<file path="src/rtl/pxfmt_pkg.sv">
package pxfmt_pkg;

    typedef struct packed {
        logic split;
        logic simul;
        logic swap;
        logic yc;
    } fmt_mode_t;

    localparam fmt_mode_t MODE_RST = '{split: 1'b1, simul: 1'b1, swap: 1'b0, yc: 1'b0};

    typedef enum logic {
        PAIR_LEAD  = 1'b0,
        PAIR_TRAIL = 1'b1
    } pair_st_t;

endpackage

</file>
<file path="src/rtl/pxfmt_sync.sv">
module pxfmt_sync
    import pxfmt_pkg::*;
(
    input  logic      clk,
    input  logic      rst_n,
    input  logic      hsync,
    input  fmt_mode_t cfg_in,
    output logic      lead,
    output fmt_mode_t mode_eff,
    output logic      act_split,
    output logic      act_yc
);
    logic      hsync_q;
    fmt_mode_t mode_q;

    always_ff @(posedge clk) begin
        if (!rst_n) begin
            hsync_q <= 1'b0;
            mode_q  <= MODE_RST;
        end else begin
            hsync_q <= hsync;
            if (lead) begin
                mode_q <= cfg_in;
            end
        end
    end

    always_comb begin
        lead      = hsync & ~hsync_q;
        mode_eff  = lead ? cfg_in : mode_q;
        act_split = mode_q.split;
        act_yc    = mode_q.yc;
    end
endmodule

</file>
<file path="src/rtl/pxfmt_pair_fsm.sv">
module pxfmt_pair_fsm
    import pxfmt_pkg::*;
(
    input  logic     clk,
    input  logic     rst_n,
    input  logic     lead,
    input  logic     pix_vld,
    output pair_st_t st_eff
);
    pair_st_t st_q;
    pair_st_t st_nxt;

    always_ff @(posedge clk) begin
        if (!rst_n) begin
            st_q <= PAIR_LEAD;
        end else begin
            st_q <= st_nxt;
        end
    end

    always_comb begin
        st_eff = lead ? PAIR_LEAD : st_q;
        st_nxt = st_eff;
        unique case (st_eff)
            PAIR_LEAD:  if (pix_vld) st_nxt = PAIR_TRAIL;
            PAIR_TRAIL: if (pix_vld) st_nxt = PAIR_LEAD;
        endcase
    end
endmodule

</file>
<file path="src/rtl/pxfmt_chroma.sv">
module pxfmt_chroma
    import pxfmt_pkg::*;
#(
    parameter int CH_W = 8,
    localparam int PIX_W = 3 * CH_W
) (
    input  logic             yc,
    input  pair_st_t         st,
    input  logic [PIX_W-1:0] pix,
    output logic [PIX_W-1:0] pix_xf
);
    logic [CH_W-1:0] ch_r;
    logic [CH_W-1:0] ch_g;
    logic [CH_W-1:0] ch_b;

    always_comb begin
        ch_r = pix[3*CH_W-1 -: CH_W];
        ch_g = pix[2*CH_W-1 -: CH_W];
        ch_b = pix[CH_W-1 -: CH_W];
        if (yc) begin
            pix_xf = {(st == PAIR_LEAD) ? ch_b : ch_r, ch_g, {CH_W{1'b0}}};
        end else begin
            pix_xf = pix;
        end
    end
endmodule

</file>
<file path="src/rtl/pxfmt_route.sv">
module pxfmt_route
    import pxfmt_pkg::*;
#(
    parameter int CH_W = 8,
    localparam int PIX_W = 3 * CH_W
) (
    input  logic             clk,
    input  logic             rst_n,
    input  logic             lead,
    input  logic             pix_vld,
    input  fmt_mode_t        mode,
    input  pair_st_t         st,
    input  logic [PIX_W-1:0] pix_xf,
    input  logic             act_split,
    input  logic             act_yc,
    output logic [PIX_W-1:0] a_pix,
    output logic [PIX_W-1:0] b_pix,
    output logic [2:0]       a_oe,
    output logic [2:0]       b_oe,
    output logic             dclk_out
);
    logic [PIX_W-1:0] hold_q;
    logic             to_b;

    assign to_b = (st == PAIR_TRAIL) ^ mode.swap;

    always_ff @(posedge clk) begin
        if (!rst_n) begin
            a_pix    <= '0;
            b_pix    <= '0;
            hold_q   <= '0;
            dclk_out <= 1'b0;
        end else begin
            if (!mode.split || (lead && !pix_vld)) begin
                dclk_out <= 1'b0;
            end else if (pix_vld) begin
                dclk_out <= (st == PAIR_LEAD);
            end
            if (pix_vld) begin
                if (!mode.split) begin
                    a_pix <= pix_xf;
                end else if (!mode.simul) begin
                    if (to_b) b_pix <= pix_xf;
                    else      a_pix <= pix_xf;
                end else if (st == PAIR_LEAD) begin
                    hold_q <= pix_xf;
                end else if (mode.swap) begin
                    b_pix <= hold_q;
                    a_pix <= pix_xf;
                end else begin
                    a_pix <= hold_q;
                    b_pix <= pix_xf;
                end
            end
        end
    end

    always_comb begin
        a_oe = {2'b11, ~act_yc};
        b_oe = act_split ? a_oe : 3'b000;
    end
endmodule

</file>
<file path="src/rtl/pxfmt_top.sv">
module pxfmt_top
    import pxfmt_pkg::*;
#(
    parameter int CH_W = 8,
    localparam int PIX_W = 3 * CH_W
) (
    input  logic             clk,
    input  logic             rst_n,
    input  logic             hsync,
    input  logic             pix_vld,
    input  logic [PIX_W-1:0] pix_in,
    input  logic             cfg_split,
    input  logic             cfg_simul,
    input  logic             cfg_swap,
    input  logic             cfg_yc,
    output logic [PIX_W-1:0] a_pix,
    output logic [PIX_W-1:0] b_pix,
    output logic [2:0]       a_oe,
    output logic [2:0]       b_oe,
    output logic             dclk_out
);
    fmt_mode_t        cfg_now;
    fmt_mode_t        mode_eff;
    logic             hs_lead;
    logic             act_split;
    logic             act_yc;
    pair_st_t         st_eff;
    logic [PIX_W-1:0] pix_xf;

    assign cfg_now = '{split: cfg_split, simul: cfg_simul, swap: cfg_swap, yc: cfg_yc};

    pxfmt_sync u_sync (
        .clk       (clk),
        .rst_n     (rst_n),
        .hsync     (hsync),
        .cfg_in    (cfg_now),
        .lead      (hs_lead),
        .mode_eff  (mode_eff),
        .act_split (act_split),
        .act_yc    (act_yc)
    );

    pxfmt_pair_fsm u_fsm (
        .clk     (clk),
        .rst_n   (rst_n),
        .lead    (hs_lead),
        .pix_vld (pix_vld),
        .st_eff  (st_eff)
    );

    pxfmt_chroma #(.CH_W(CH_W)) u_chroma (
        .yc     (mode_eff.yc),
        .st     (st_eff),
        .pix    (pix_in),
        .pix_xf (pix_xf)
    );

    pxfmt_route #(.CH_W(CH_W)) u_route (
        .clk       (clk),
        .rst_n     (rst_n),
        .lead      (hs_lead),
        .pix_vld   (pix_vld),
        .mode      (mode_eff),
        .st        (st_eff),
        .pix_xf    (pix_xf),
        .act_split (act_split),
        .act_yc    (act_yc),
        .a_pix     (a_pix),
        .b_pix     (b_pix),
        .a_oe      (a_oe),
        .b_oe      (b_oe),
        .dclk_out  (dclk_out)
    );
endmodule

</file>
<file path="config.mk">
export PLATFORM = sky130hd
export DESIGN_NAME = pxfmt_top
export DESIGN_NICKNAME = d
export VERILOG_FILES = /design/src/rtl/pxfmt_pkg.sv /design/src/rtl/pxfmt_sync.sv /design/src/rtl/pxfmt_pair_fsm.sv /design/src/rtl/pxfmt_chroma.sv /design/src/rtl/pxfmt_route.sv /design/src/rtl/pxfmt_top.sv
export SDC_FILE = /design/constraint.sdc
export NUM_CORES = 1
export LEC_CHECK = 0
export ABC_CLOCK_PERIOD_IN_PS = 2300
export BUFFER_PORTS_ARGS = -buffer_cell sky130_fd_sc_hd__buf_2
export CORE_UTILIZATION = 53
export CTS_CLUSTER_DIAMETER = 40
export DETAILED_ROUTE_END_ITERATION = 8
export PLACE_DENSITY = 0.79
export SLEW_MARGIN = 25
export SYNTH_ARGS = -nofsm -noshare
export SYNTH_HDL_FRONTEND = slang
export SYNTH_SLANG_ARGS = --single-unit
</file>
<file path="constraint.sdc">
create_clock -name clk -period 2.3 [get_ports clk]
set_clock_uncertainty 0.1 [all_clocks]
set_input_delay 0.115 -clock clk [delete_from_list [all_inputs] [get_ports clk]]
set_output_delay 0.115 -clock clk [all_outputs]
set_load 0.02 [all_outputs]
</file>
==> results of run 1 <==
-- Yosys cell counts, types with 2 or more instances --
cell type  number  area (um2)
o211ai_1        8       60.06
mux2i_1        24       240.2
a21oi_1        17       85.08
nor3_1          2       10.01
a21boi_0       15       112.6
nor2b_1         5       31.28
nand2_1        74       277.8
buf_4          10       75.07
o211a_1        16       160.2
inv_1          10       37.54
and3b_1         3       26.28
nor2_1         26       97.59
o21ai_0        19       95.09
clkbuf_1       11       41.29
a22oi_1         8       60.06
buf_2          10       50.05
a21boi_1        2       15.01
nand3_1         8       40.04
dfxtp_1        79        1582
and3_1          2       12.51
and2_1          9       56.30
mux2_2          9       101.4
o22ai_1        16       100.1
nor3b_1         8       60.06
-- state kept, by name, summed over array words and instances (netlist names) --
signal	flops
u_fsm.st_q	1
u_route.a_pix	24
u_route.b_pix	24
u_route.dclk_out	1
u_route.hold_q	24
u_sync.act_split	1
u_sync.act_yc	1
u_sync.hsync_q	1
u_sync.mode_q	2
-- final cells by class --
cell class	count	area share, %
Clock buffer	12	3.532
Clock inverter	4	0.6551
Inverter	10	0.8545
Multi-Input combinational cell	291	42.18
Sequential cell	79	36.00
Tap cell	77	2.193
Timing Repair Buffer	106	14.58
-- repair_timing --
item | in CTS | in global routing
buffers inserted | 0 | 0
hold buffers | 12 | 0
hold endpoints to repair | 12 | 0
-- worst min path at each step --
stage,startpoint,endpoint,slack [ps],cells past startpoint
final,cfg_simul,u_sync.mode_q[2],10,3
after global routing,pix_in[0],u_route.b_pix[0],10,3
after CTS,cfg_simul,u_sync.mode_q[2],5,3
after detailed placement,pix_in[10],u_route.hold_q[10],290,3
after global placement,pix_in[10],u_route.hold_q[10],280,3
after floorplan,hsync,u_sync.hsync_q,140,1
-- stage by stage --
stage	utilization [%]	hold slack, ps
floorplan	-	142.3
global placement	62.84	280.1
detailed placement	62.84	292.4
CTS	67.52	4.542
global route	67.64	12.11
finish	67.64	14.91
-- logic make-up after synthesis --
kind of cell             share of synthesized area (%)
buffers and inverters                            6.037
AO/OA/AOI/OAI                                    21.39
flip-flops                                       43.60
AND/OR/NAND/NOR                                  18.25
adder cells (fa/ha/maj)                         0.3449
multiplexers                                     9.796
other                                           0.1034
XOR/XNOR                                        0.4830
-- cells in the final DEF (no fill, tap or decap), types with 2 or more instances in the layout --
cell / instances
a21boi_1: 2
nor3_1: 2
dlygate4sd3_1: 12
and3b_1: 3
a21oi_1: 17
a22oi_1: 8
nor3b_1: 8
nand3_1: 8
nor2_1: 26
o211ai_1: 8
inv_1: 10
buf_12: 2
nor2b_1: 5
and3_1: 2
and2_1: 9
dfxtp_1: 79
o21ai_0: 19
mux2i_1: 24
o211a_1: 16
buf_2: 84
a21boi_0: 15
mux2_2: 9
clkbuf_8: 11
nand2_1: 74
buf_4: 8
conb_1: 2
o22ai_1: 16
clkinvlp_4: 2
-- per-layer routing --
layer  GRT usage (%)  routed length [um]
met5               0                   0
met4           6.626                 125
met3           6.195                 551
met2           43.75                4360
met1           33.62                3901
-- worst min-delay path: cells and delay by family --
| family | cells | cell delay, ps |
|---|---|---|
| simple gates | 1 | 90 |
| compound gates | 1 | 80 |
| buf+inv | 1 | 130 |
-- power groups by stage --
stage | combinational (W) | sequential (W) | clock, W
2_1_floorplan | 0.000397 | 0.00165 | 0
3_3_place_gp | 0.000668 | 0.00157 | 0
3_5_place_dp | 0.000683 | 0.00157 | 0
4_1_cts | 0.000703 | 0.00154 | 0.000978
5_1_grt | 0.000765 | 0.00156 | 0.00104
6_report | 0.000705 | 0.00154 | 0.000967
==> results.toml, run 1 <==
[clock_tree]
post_cts_resized = 0
htree_levels = 3
cts_buffer_depth = 2
cts_tree = "done"
cts.clk_slew.worst_paths_ps = 90
cts.sinks = 79
clockRootBuffer = "clkbuf_8"
cts_inserted_buffers = 9
clkLatencyLatePin_ps = 350

[floorplan]
fp.dieH_um = 84.73
rows = 29
initial_utilization_pct = 55.85
dieArea_um2 = 7178
core_um2 = 6495
io_pins = 87
die_w_um = 84.73

[critical_path]
arrival_ps = 2160
critPathLaunchType = "flop"
crit_cells = 7
critPathCapture = "u_route.hold_q[19]"
cp-end-kind = "flop"
cp_slowest_stage_delay_ps = 490
cp.buffers_inverters = 1
cp_cell_sequence = "nand2b_4, buf_4, nand2_1, ha_1, o21a_2, nor2_1, nor3b_1"
slowest_stage = "o21a_2"
r2r_end = "u_route.hold_q[19]"
r2r_cells = 7
r2r_start = "u_sync.hsync_q"
crit_type = "reg -> reg"
crit_start = "u_sync.hsync_q"
crit_family = "simple AND/OR/NAND/NOR gates"
r2r_slack_ps = 300
required_ps = 2460
crit_fanout = 24

[synth]
yosysWarningCount = 0
ys.flop_type = "dfxtp_1"
synthCells = 412
async_flop_share_pct = 0
ys_seq_area_share_pct = 43.60
synth_edf_count = 0
avgSynthCellArea_um2 = 8.804
syn_area_um2 = 3627
synth_seq_cells = 79
ys_types = 45

[power]
report.power.total_w = 0.003214
pwr-share-clk_pct = 30.1
p_seq_share_pct = 48.0
swShare_pct = 31.28
combinationalPowerShare_pct = 21.9
vdd_drop_max_mv = 0.4533
power.density_nw_per_um2 = 731.6
p_leak_nw = 2.034
switchingPower_w = 0.001006
p_int_w = 0.002209

[global_routing]
grt_max_degree = 49
grt.total_usage_pct = 25.99
grt_pass1_wl_mm = 14.75
antenna_found_initial = 0
grt_pass1_vias = 3061
overflow = 0

[final_layout]
diodes = 0
layout.cells.non_filler = 579
fillCellCount = 528
multiInputGateArea_um2 = 1853
syn2layout_area_growth_pct = 21.11
seq_area_um2 = 1582
drive_gt1_share_pct = 25.10
nets = 530
postLayoutCellArea_um2 = 4393

[drt]
drtIter0Drc = 192
first_pass_iters = 9
viasPerCell = 5.699
drcViolationCount = 6
wl_per_cell_um = 15.44
wirelength_mm = 8.937
vias = 3300
ant_nets = 0

[sta]
fin_crit_sh_pct = 86.94
slew_headroom_pct = 53.19
finalHoldViolations = 0
rsz0062_at_grt = "false"
tightest_slew_ps = 699.5
setup_viol = 0
setup_tns_ps = 0
finalMaxSlewViolations = 0
fin_ws_ps = 300.4
post-route-min-period_ps = 2000
fmax_mhz = 500.1

[outcome]
status = "finished, violations left"
violations = "DRC"

[placed_design]
gp_congestion = 0.8293
place_area_um2 = 4081
dp_cells = 551
dpl.hpwl_mm = 5.960
dpl_worst_slack_ps = 75.99
portBuffers = 84

[worst_hold_path]
hp-class = "in -> reg"

[run]
cap_violations = 0
(Power assumes the default switching activity.)
==> run 2: changes to the inputs <==
RECOVER_POWER = 50   (was unset)
==> run 2 against run 1 <==
  * The flow still finishes with violations (DRC)
  * Critical path depth unchanged
  * Wire length decreased by 0.10%
  * Combinational power decreased by 3.3%
  * Non-clock buffer count unchanged
  * Total power decreased by 0.56%
  * Hold slack got worse by 6.5 ps
  * Clock-buffer cell count unchanged
  * Clock power about the same
  * Maximum frequency decreased by 2.0%
  * Die area unchanged
  * Worst setup slack got worse by 41 ps
  * Critical path type unchanged
  * Critical endpoint is now u_route.hold_q[22]
==> results.toml, run 2 (synthesis results as in run 1) <==
[outcome]
status = "finished, violations left"
violations = "DRC"

[clock_tree]
cts.clk_slew.worst_paths_ps = 90
cts.sinks = 79
cts_buffer_depth = 2
cts_setup_buffers = 0
htree_levels = 3
clockRootBuffer = "clkbuf_8"
clkLatencyLatePin_ps = 350
postCtsHoldBufs = 12
cts_inserted_buffers = 9
post_cts_resized = 0
cts_tree = "done"

[drt]
drcViolationCount = 6
ant_nets = 0
vias = 3292
wl_per_cell_um = 15.42
viasPerCell = 5.686
drtIter0Drc = 208
first_pass_iters = 7
wirelength_mm = 8.928

[sta]
fmax_mhz = 490.0
slew_headroom_pct = 54.04
finalMaxSlewViolations = 0
rsz0062_at_grt = "false"
finalHoldViolations = 0
fin_hold_ws_ps = 8.407
setup_viol = 0
fin_ws_ps = 259.3
tightest_slew_ps = 686.7
fin_crit_sh_pct = 88.72
setup_tns_ps = 0
post-route-min-period_ps = 2041

[placed_design]
dpl.hpwl_mm = 5.960
portBuffers = 84
place_area_um2 = 4081
dpl_worst_slack_ps = 75.99
gp_congestion = 0.8293

[global_routing]
grt_pass1_wl_mm = 14.75
grt_pass1_vias = 3061
grt.total_usage_pct = 25.99
overflow = 0
grt_max_degree = 49
antenna_found_initial = 0

[floorplan]
dieArea_um2 = 7178
rows = 29
fp.dieH_um = 84.73
core_um2 = 6495
io_pins = 87
die_w_um = 84.73
initial_utilization_pct = 55.85

[final_layout]
largestRegisters = "u_route.a_pix x24, u_route.b_pix x24, u_route.hold_q x24"
nets = 530
drive_gt1_share_pct = 14.14
layout_common_cells = "dfxtp_1, nand2_1, clkbuf_1"
postLayoutCellArea_um2 = 4318
final_common_cell = "dfxtp_1"
syn2layout_area_growth_pct = 19.04
fillCellCount = 571
diodes = 0

[critical_path]
arrival_ps = 2210
slowest_stage = "o21a_2"
cp.buffers_inverters = 1
crit_type = "reg -> reg"
crit_family = "simple AND/OR/NAND/NOR gates"
cp_cell_sequence = "nand2b_1, buf_4, nand2_1, ha_1, o21a_2, nor2_1, nor3b_1"
cp-end-kind = "flop"
cp_slowest_stage_delay_ps = 490
required_ps = 2470
crit_fanout = 24
critPathLaunchType = "flop"

[power]
vdd_drop_max_mv = 0.4534
p_leak_nw = 1.821
report.power.total_w = 0.003196
power.density_nw_per_um2 = 740.2

[worst_hold_path]
hp-class = "in -> reg"

[run]
cap_violations = 0
[run 2: changes by cell type in the layout (fill, tap and decap cells not counted), sizes merged]
cell and delta:
clkbuf +54, buf -54
[run 2: worst min-delay path, cell delays in order]
cell and delay [ps]:
buf_2 130, nor2_1 90, o21ai_0 80
[run 2: cell type report]
class                      instances  area [um2]  share of cell area [%]
clock buffer                      12       155.1                   3.593
clock inverter                     4       28.78                  0.6665
inverter                          10       37.54                  0.8693
multi-input combinational        291        1846                   42.74
sequential                        79        1582                   36.63
tap                               77       96.34                   2.231
timing repair buffer             106       573.1                   13.27
[run 2: power breakdown]
part | switching (W) | internal (W) | total, W
logic | 0.000422 | 0.000260 | 0.000682
clock network | 0.000516 | 0.000454 | 0.000970
registers | 0.0000713 | 0.00147 | 0.00154
[run 2: layer usage]
metal	part of all wire [%]	vias to the layer above	global-route usage [%]
met3	6.2	14	6.195
met5	0	-	0
li1	-	1598	-
met1	43	1555	33.62
met2	49	125	43.75
met4	1.8	0	6.626
[run 2: metrics by stage]
stage | cells | util, %
4_1_cts | 579 | 67.52
2_1_floorplan | 413 | -
5_1_grt | 579 | 66.48
3_3_place_gp | 551 | 62.84
3_5_place_dp | 551 | 62.84
6_report | 579 | 66.48
[run 2: worst paths after layout]
check | endpoint | cells past startpoint | start | slack, ps
min | u_sync.mode_q[2] | 3 | cfg_simul | 8
min reg2reg | u_route.b_pix[20] | 2 | u_route.b_pix[20] | 380
max | u_route.hold_q[22] | 7 | u_sync.hsync_q | 260
max reg2reg | u_route.hold_q[22] | 7 | u_sync.hsync_q | 260
==> run 3: changes to the inputs <==
CTS_CLUSTER_DIAMETER = unset   (was 40)
PLACE_DENSITY = 0.9   (was 0.79)
==> run 3 against run 2 <==
  * The run still ends with DRC left
  * Worst setup slack got worse by 46 ps
  * Hold slack improved by 13 ps
  * Sequential cell count is the same
  * Non-clock buffer count is 2 lower
  * Sequential share of layout area down 0.095 points
  * Sequential power is essentially flat
  * Combinational power hardly changed
  * Final area rose by 0.26%
  * Critical path depth down 2
  * Total power up 6.6%
  * Critical path type unchanged
  * Largest cell class unchanged
  * Highest routed layer unchanged
==> results.toml, run 3 (synthesis results as in run 1) <==
[outcome]
status = "finished, violations left"
violations = "DRC"

[floorplan]
io_pins = 87
rows = 29
core_um2 = 6495
dieArea_um2 = 7178
initial_utilization_pct = 55.85
die_w_um = 84.73
fp.dieH_um = 84.73

[critical_path]
cp-end-kind = "flop"
critPathLaunchType = "flop"
slowest_stage = "o21ai_4"
cp_cell_sequence = "and2b_1, and3_1, o21ai_4, nand2_1, a21boi_0"
cp_slowest_stage_delay_ps = 580
cp.buffers_inverters = 0
crit_fanout = 24
arrival_ps = 2240
required_ps = 2450
crit_family = "compound AO/OA/AOI/OAI gates"
crit_type = "reg -> reg"

[sta]
fin_ws_ps = 213.6
finalMaxSlewViolations = 0
rsz0062_at_grt = "false"
tightest_slew_ps = 1168
fin_crit_sh_pct = 90.71
setup_tns_ps = 0
fmax_mhz = 479.3
finalHoldViolations = 0
post-route-min-period_ps = 2086
slew_headroom_pct = 22.16
setup_viol = 0

[clock_tree]
htree_levels = 3
clockRootBuffer = "clkbuf_8"
clkLatencyLatePin_ps = 350
cts_buffer_depth = 2
cts_inserted_buffers = 9
cts.clk_slew.worst_paths_ps = 80
cts_tree = "done"
cts.sinks = 79

[power]
p_leak_nw = 1.831
vdd_drop_max_mv = 0.4039
power.density_nw_per_um2 = 787.0
pwr-share-clk_pct = 34.6
combinationalPowerShare_pct = 20.0
p_int_w = 0.002372
switchingPower_w = 0.001035
p_seq_share_pct = 45.4
swShare_pct = 30.37

[final_layout]
final_core_util_pct = 66.65
layout.cells.non_filler = 577
syn2layout_area_growth_pct = 19.35
diodes = 0
fillCellCount = 519
largestRegisters = "u_route.a_pix x24, u_route.b_pix x24, u_route.hold_q x24"
drive_gt1_share_pct = 14.00
layout_common_cells = "dfxtp_1, nand2_1, clkbuf_1"
nets = 528
final_common_cell = "dfxtp_1"

[drt]
wirelength_mm = 9.352
viasPerCell = 5.818
drcViolationCount = 2
ant_nets = 0
wl_per_cell_um = 16.21
vias = 3357
drtIter0Drc = 363
first_pass_iters = 9

[worst_hold_path]
hp-class = "in -> reg"

[placed_design]
gp_congestion = 0.8564
dp_cells = 549
dpl_worst_slack_ps = 36.98
portBuffers = 84
dpl.hpwl_mm = 6.111

[global_routing]
grt_max_degree = 49
grt_pass1_wl_mm = 14.99
grt.total_usage_pct = 26.73
overflow = 0
antenna_found_initial = 0
grt_pass1_vias = 3080

[run]
cap_violations = 0
==> run 3: cell types whose count changed in the layout (fill, tap and decap cells not counted), sizes merged <==
cell and change:
bufinv +2, clkbuf -2, buf -2
==> run 3: final cells by class <==
cell class / count / area, um2 / area share (%)
inverters: 10 / 37.54 / 0.8671
repair buffers: 104 / 543.0 / 12.54
well taps: 77 / 96.34 / 2.225
clock inverters: 6 / 92.59 / 2.139
multi-input cells: 291 / 1841 / 42.51
clock buffers: 10 / 137.6 / 3.179
flip-flops and latches: 79 / 1582 / 36.53
==> run 3: worst paths after layout <==
path	from	endpoint	slack, ps	depth (start not counted)
hold reg to reg	u_route.b_pix[20]	u_route.b_pix[20]	380	2
hold / removal	cfg_simul	u_sync.mode_q[2]	20	3
setup reg to reg	u_sync.hsync_q	u_route.hold_q[5]	210	5
setup / recovery	u_sync.hsync_q	u_route.hold_q[5]	210	5
==> run 3: metal layers <==
metal | part of all wire [%] | vias up | track usage [%]
met2 | 47 | 154 | 42.20
met3 | 6.3 | 27 | 5.506
met4 | 2.8 | 0 | 12.33
met5 | 0 | - | 0
li1 | - | 1594 | -
met1 | 44 | 1582 | 35.29
==> run 3: metrics by stage <==
stage | total power [W] | hold slack (ps) | instance area [um2]
floorplan | 0.002042 | 142.3 | 3631
global placement | 0.002223 | 281.3 | 4054
detailed placement | 0.002247 | 291.9 | 4054
CTS | 0.003426 | 4.718 | 4404
global route | 0.003545 | 26.37 | 4329
finish | 0.003407 | 21.78 | 4329
==> run 3: worst min-delay path, delay by kind of cell <==
family | cells | cell delay [ps]
AND/OR/NAND/NOR | 1 | 100
AO/OA/AOI/OAI | 1 | 70
buffers and inverters | 1 | 130
==> run 3: timing repair <==
| action | CTS | global route |
|---|---|---|
| hold buffers | 12 | 0 |
| gates resized for setup | 0 | 0 |
| hold endpoints to repair | 11 | 0 |
| buffers inserted | 0 | 0 |
| setup endpoints to repair | 0 | 0 |
==> run 3: power groups by stage <==
stage                     clock network [W]  logic, W  registers, W
after CTS                           0.00119  0.000697       0.00154
after global placement                    0  0.000656       0.00157
final                               0.00118  0.000681       0.00155
after floorplan                           0  0.000397       0.00165
after global routing                0.00125  0.000738       0.00156
after detailed placement                  0  0.000675       0.00157
